$ cat src/rtl/ltx_arb_pkg.sv
package ltx_arb_pkg;

  localparam int unsigned NSRC = 3;
  localparam int unsigned SRC_NEW = 0;
  localparam int unsigned SRC_RTY = 1;
  localparam int unsigned SRC_CTL = 2;

  // Next grant from requests when the arbiter is free.
  function automatic logic [NSRC-1:0] pick_grant(input logic [NSRC-1:0] req,
                                                 input logic win);
    logic [NSRC-1:0] g;
    g = '0;
    if (req[SRC_CTL])               g[SRC_CTL] = 1'b1;
    else if (!win && req[SRC_RTY])  g[SRC_RTY] = 1'b1;
    else if (!win && req[SRC_NEW])  g[SRC_NEW] = 1'b1;
    return g;
  endfunction

  // Guard window test on the interval count.
  function automatic logic in_window(input int unsigned cnt,
                                     input int unsigned ivl,
                                     input int unsigned guard);
    return cnt >= (ivl - guard);
  endfunction

endpackage

$ cat src/rtl/ltx_interval_cnt.sv
module ltx_interval_cnt
  import ltx_arb_pkg::*;
#(
  parameter int unsigned INTERVAL_CYC = 8500,
  parameter int unsigned GUARD_CYC    = 250
) (
  input  logic clk,
  input  logic rst_n,
  input  logic ctl_start,
  output logic win
);
  localparam int unsigned CW  = $clog2(INTERVAL_CYC);
  localparam logic [CW-1:0] TOP = CW'(INTERVAL_CYC - 1);

  logic [CW-1:0] cnt_q;
  logic          at_top;

  assign at_top = (cnt_q == TOP);

  always_ff @(posedge clk) begin
    if (!rst_n)         cnt_q <= '0;
    else if (ctl_start) cnt_q <= '0;
    else if (!at_top)   cnt_q <= cnt_q + 1'b1;
  end

  assign win = in_window(int'(cnt_q), INTERVAL_CYC, GUARD_CYC);

  AST_CNT_RESTART: assert property (@(posedge clk) disable iff (!rst_n)
    ctl_start |=> (cnt_q == '0));
  AST_CNT_CEILING: assert property (@(posedge clk) disable iff (!rst_n)
    cnt_q <= TOP);
  AST_CNT_STEP: assert property (@(posedge clk) disable iff (!rst_n)
    (!ctl_start && !at_top) |=> (cnt_q == $past(cnt_q) + 1'b1));

endmodule

$ cat src/rtl/ltx_grant_ctrl.sv
module ltx_grant_ctrl
  import ltx_arb_pkg::*;
(
  input  logic            clk,
  input  logic            rst_n,
  input  logic [NSRC-1:0] req,
  input  logic [NSRC-1:0] eop,
  input  logic            win,
  output logic [NSRC-1:0] gnt_q,
  output logic            ctl_start
);
  logic            owner_eop;
  logic            free;
  logic [NSRC-1:0] pick;

  assign owner_eop = |(gnt_q & eop);
  assign free      = (gnt_q == '0) || owner_eop;
  assign pick      = pick_grant(req, win);
  assign ctl_start = free && pick[SRC_CTL];

  always_ff @(posedge clk) begin
    if (!rst_n)    gnt_q <= '0;
    else if (free) gnt_q <= pick;
  end

  AST_GNT_ONEHOT: assert property (@(posedge clk) disable iff (!rst_n)
    $onehot0(gnt_q));
  AST_GNT_HOLD: assert property (@(posedge clk) disable iff (!rst_n)
    ((gnt_q != '0) && !owner_eop) |=> $stable(gnt_q));
  AST_CTL_FIRST: assert property (@(posedge clk) disable iff (!rst_n)
    (free && req[SRC_CTL]) |=> gnt_q[SRC_CTL]);
  AST_RTY_OVER_NEW: assert property (@(posedge clk) disable iff (!rst_n)
    (free && !win && !req[SRC_CTL] && req[SRC_RTY]) |=> gnt_q[SRC_RTY]);
  AST_WIN_BLOCK: assert property (@(posedge clk) disable iff (!rst_n)
    (free && win) |=> !(gnt_q[SRC_NEW] || gnt_q[SRC_RTY]));

endmodule

$ cat src/rtl/ltx_data_mux.sv
module ltx_data_mux
  import ltx_arb_pkg::*;
#(
  parameter int unsigned DW = 32
) (
  input  logic [NSRC-1:0]        gnt,
  input  logic [NSRC-1:0][DW-1:0] din,
  output logic [DW-1:0]          tx_data,
  output logic                   tx_valid
);
  always_comb begin
    tx_data = '0;
    for (int i = 0; i < NSRC; i++) begin
      tx_data = tx_data | (din[i] & {DW{gnt[i]}});
    end
  end

  assign tx_valid = |gnt;

  always_comb begin
    if ($onehot(gnt)) begin
      AST_MUX_PASS: assert (tx_valid && (tx_data == din[$clog2(gnt)]));
    end
  end

endmodule

$ cat src/rtl/link_tx_arbiter.sv
module link_tx_arbiter
  import ltx_arb_pkg::*;
#(
  parameter int unsigned DW           = 32,
  parameter int unsigned INTERVAL_CYC = 8500,
  parameter int unsigned GUARD_CYC    = 250
) (
  input  logic          clk,
  input  logic          rst_n,
  input  logic          req_new,
  input  logic          req_rty,
  input  logic          req_ctl,
  input  logic          eop_new,
  input  logic          eop_rty,
  input  logic          eop_ctl,
  input  logic [DW-1:0] data_new,
  input  logic [DW-1:0] data_rty,
  input  logic [DW-1:0] data_ctl,
  output logic [2:0]    gnt,
  output logic          tx_valid,
  output logic [DW-1:0] tx_data
);
  logic [NSRC-1:0]         req_v;
  logic [NSRC-1:0]         eop_v;
  logic [NSRC-1:0][DW-1:0] din_v;
  logic                    win;
  logic                    ctl_start;
  logic [NSRC-1:0]         gnt_q;

  assign req_v = {req_ctl, req_rty, req_new};
  assign eop_v = {eop_ctl, eop_rty, eop_new};
  assign din_v = {data_ctl, data_rty, data_new};

  ltx_interval_cnt #(
    .INTERVAL_CYC(INTERVAL_CYC),
    .GUARD_CYC   (GUARD_CYC)
  ) u_cnt (
    .clk      (clk),
    .rst_n    (rst_n),
    .ctl_start(ctl_start),
    .win      (win)
  );

  ltx_grant_ctrl u_gnt (
    .clk      (clk),
    .rst_n    (rst_n),
    .req      (req_v),
    .eop      (eop_v),
    .win      (win),
    .gnt_q    (gnt_q),
    .ctl_start(ctl_start)
  );

  ltx_data_mux #(.DW(DW)) u_mux (
    .gnt     (gnt_q),
    .din     (din_v),
    .tx_data (tx_data),
    .tx_valid(tx_valid)
  );

  assign gnt = gnt_q;

  AST_IDLE_QUIET: assert property (@(posedge clk) disable iff (!rst_n)
    (gnt == '0) |-> (!tx_valid && tx_data == '0));

endmodule

$ cat config.mk
export PLATFORM = sky130hd
export DESIGN_NAME = link_tx_arbiter
export DESIGN_NICKNAME = d
export VERILOG_FILES = /design/src/rtl/ltx_arb_pkg.sv /design/src/rtl/ltx_interval_cnt.sv /design/src/rtl/ltx_grant_ctrl.sv /design/src/rtl/ltx_data_mux.sv /design/src/rtl/link_tx_arbiter.sv
export SDC_FILE = /design/constraint.sdc
export NUM_CORES = 1
export LEC_CHECK = 0
export BUFFER_PORTS_ARGS = -buffer_cell sky130_fd_sc_hd__clkbuf_2
export CAP_MARGIN = 20
export CELL_PAD_IN_SITES_DETAIL_PLACEMENT = 1
export CELL_PAD_IN_SITES_GLOBAL_PLACEMENT = 2
export CORE_ASPECT_RATIO = 1.5
export CORE_MARGIN = 5
export CORE_UTILIZATION = 14
export DETAILED_ROUTE_END_ITERATION = 16
export PLACE_DENSITY = 0.81
export SLEW_MARGIN = 30
export SYNTH_ARGS = -nofsm -noshare
export SYNTH_HDL_FRONTEND = slang
export SYNTH_SLANG_ARGS = --single-unit
$ cat constraint.sdc
create_clock -name clk -period 1.3 [get_ports clk]
set_input_delay 0 -clock clk [delete_from_list [all_inputs] [get_ports clk]]
set_output_delay 0 -clock clk [all_outputs]
set_load 0.03 [all_outputs]
==> results_dict.tcl <==
set metrics [dict create \
    area_delta_synth_final_pct 128.4 \
    grt.busiest_layer "met2" \
    vdd_ir_drop_max_uv 380.2 \
    fmaxAchievable_mhz 689.7 \
    fin_crit_sh 1.115 \
    netlist_area_um2 1346 \
    portBuffers 139 \
    worst_slack_ns -0.1499 \
    gp_congestion 0.7867 \
    grt_pass1_vias 2246 \
    met2_usage 0.2401 \
    place_hpwl_um 5916 \
    post-route-drc-count 0 \
    worstPathRequired_ns 1.30 \
    hold_path.class "in -> reg" \
    worst-setup-path-type "reg -> out" \
    r2r-end "u_cnt.cnt_q[9]" \
    tightest_slew_ns 0.3772 \
    hold_viol 0 \
    violations "negative setup slack" \
    status "finished, violations left" \
    diodes 0 \
    cts_tree "done" \
    clockBufferDepth 2 \
    syn_area_per_cell_um2 7.737 \
    maxSlewViolCount 0 \
    rows 43 \
    vias 2168 \
    synth_seq_cells 17 \
    p_comb_frac 0.558 \
    cap_violations 0 \
    cell_internal_pwr_mw 1.713 \
    viasPerCell 4.796 \
    die_h_um 130.1 \
    antenna_left 0 \
    cp_slowest_stage_delay_ns 0.38 \
    fp.coreArea_um2 9308 \
    post-route-util 0.3304 \
    die_x_um 90.07 \
    grt_first_pass_wirelength_um 11590 \
    crit_path_max_fanout 8 \
    die_area_um2 11720 \
    setup_viol 48 \
    start_util 0.1446 \
    grt_max_degree 33 \
    end_kind "output pin" \
    ios 140 \
    clock-root-buffer "clkbuf_16" \
    critPathLaunchType "flop" \
    yosys_warnings 0 \
    max-slew-margin-rel 0.7485 \
    cts_sinks 17 \
    drt_pass1_iterations 5 \
    cts_made_buffers 3 \
    met1_usage 0.1221 \
    slowest_stage "dfxtp_4" \
    insertion_delay_ns 0.25 \
    reg2reg_from "u_gnt.gnt_q[0]" \
    drt_iter0_drc 147 \
    min_period_ns 1.450 \
    synth.yosys.seq_area_share 0.2528 \
    whs_path_depth 3 \
    clock_skew_ns 0.0009221 \
    power.switching_mw 1.031 \
    ys_types 31 \
    fin_hold_ws_ns 0.01148 \
    reg2reg_depth 4 \
    power_frac_seq 0.211 \
    syn_nets 280 \
    wl_um 8006 \
    r2r_slack_ns -0.13 \
    grtUsageMet3 0.03287 \
    cp_cell_sequence "buf_12 -> a222oi_1 -> inv_1 -> clkbuf_8" \
    async_flop_share 0 \
    drive_gt1_frac 0.6471 \
    clk_pin_slew_ns 0.05 \
    cts_hold_buf 0 \
    antenna_found_initial 0 \
    netlist_instances 174 \
    wl_per_cell_um 17.71 \
    globalRoute.totalOverflow 0 \
    min-delay-start "req_new" \
    fin_nets 447 \
    ys.flop_type "dfxtp_1" \
    grt_usage 0.1206 \
    rsz0062_at_grt "yes" \
    cts_max_level 1 \
    cellLeakagePower_nw 1.543 \
    worst_ep_arrival_time_ns 1.45 \
    whs_endpoint "u_gnt.gnt_q[0]" \
    p_sw_frac 0.3758 \
    p_clk_frac 0.231 \
    synth_edf_count 0 \
    p_per_area_nw_per_um2 892.2 \
]
-- cells by family after synthesis --
| logic type | share of synthesized area |
|---|---|
| AOI/OAI and AO/OA | 0.3030 |
| xor gates and xnor gates | 0.07156 |
| adders and majority gates | 0.01858 |
| buffers and inverters | 0.1496 |
| DFF | 0.2528 |
| and+or+nand+nor | 0.2045 |
-- power by group through the flow --
| stage | clock (mW) | combinational, mW | sequential [mW] |
|---|---|---|---|
| final | 0.635 | 1.53 | 0.579 |
| after global routing | 0.663 | 1.63 | 0.582 |
| after CTS | 0.627 | 1.48 | 0.572 |
| after detailed placement | 0 | 1.15 | 0.579 |
| after global placement | 0 | 1.13 | 0.578 |
| after floorplan | 0 | 0.678 | 0.588 |
-- area by class of cell --
class / count / area (um^2)
clock buffers: 4 / 78.83
fillers: 1104 / 6232
inverters: 36 / 135.1
multi-input cells: 108 / 977.2
flip-flops and latches: 17 / 367.9
well taps: 112 / 140.1
repair buffers: 175 / 1376
-- through the flow --
stage,setup WS (ns),instances,power [mW],instance area [um^2],setup TNS [ns]
floorplan,-0.1382,174,1.266,1385,-2.145
detailed placement,-0.2156,441,1.726,2391,-2.080
finish,-0.1499,452,2.744,3075,-4.145
global placement,-0.1466,441,1.711,2391,-1.515
global route,-0.2037,452,2.872,3075,-7.547
CTS,-0.1525,449,2.678,2923,-3.186
-- cell usage in the layout (no fill, tap or decap), types with 3 or more instances in the layout --
cell type,instances
nand2_1,6
inv_1,35
buf_6,11
xor2_1,4
nand3_1,7
a222oi_1,33
dfxtp_4,6
dfxtp_2,4
clkbuf_8,27
buf_8,5
clkbuf_16,5
nand4_1,5
buf_4,21
clkbuf_2,106
dfxtp_1,7
nor2_2,11
nor4_2,3
xnor2_1,6
-- registers in the layout, indices dropped and copies added (netlist names) --
signal	flops
u_cnt.cnt_q	14
u_gnt.gnt_q	3
-- critical path, delay by kind of cell, from the launching register on --
kind	cells	cell delay, ns
buffers and inverters	3	0.44
AO/OA/AOI/OAI	1	0.37
flip-flops	1	0.38
-- per-layer routing --
layer | vias to the layer above | wire (um)
met4 | 0 | 148
li1 | 1006 | -
met5 | - | 0
met3 | 14 | 737
met2 | 135 | 4420
met1 | 1013 | 2699
-- synthesized netlist by cell type, types with 3 or more instances --
library cell	count	share of area
nand3_1	8	0.030
clkbuf_1	4	0.011
a222oi_1	33	0.25
dfxtp_1	17	0.25
nand4_1	5	0.023
nor2_1	13	0.036
xnor2_1	7	0.046
buf_1	5	0.014
or3_1	3	0.014
nand2_1	6	0.017
nor4_1	4	0.019
o21ai_0	3	0.011
nor3_1	3	0.011
xor2_1	4	0.026
inv_1	36	0.10
-- how the worst max path moves through the flow --
stage              startpoint              to  slack (ns)  depth (start not counted)
2_1_floorplan  u_gnt.gnt_q[2]  u_cnt.cnt_q[0]       -0.14                          5
3_3_place_gp   u_cnt.cnt_q[0]  u_cnt.cnt_q[0]       -0.15                          5
3_5_place_dp   u_cnt.cnt_q[0]  u_gnt.gnt_q[0]       -0.22                          6
4_1_cts        u_gnt.gnt_q[0]     tx_data[16]       -0.15                          4
5_1_grt        u_gnt.gnt_q[0]     tx_data[16]       -0.20                          4
6_report       u_gnt.gnt_q[0]     tx_data[23]       -0.15                          4
-- timing repair --
action                     4_1_cts  5_1_grt
resized for setup               96       30
pin swaps                       24       15
setup buffers                    3        1
cloned                           1        2
setup endpoints to repair       49       50
No activity file was read; power rests on OpenSTA's default activity.
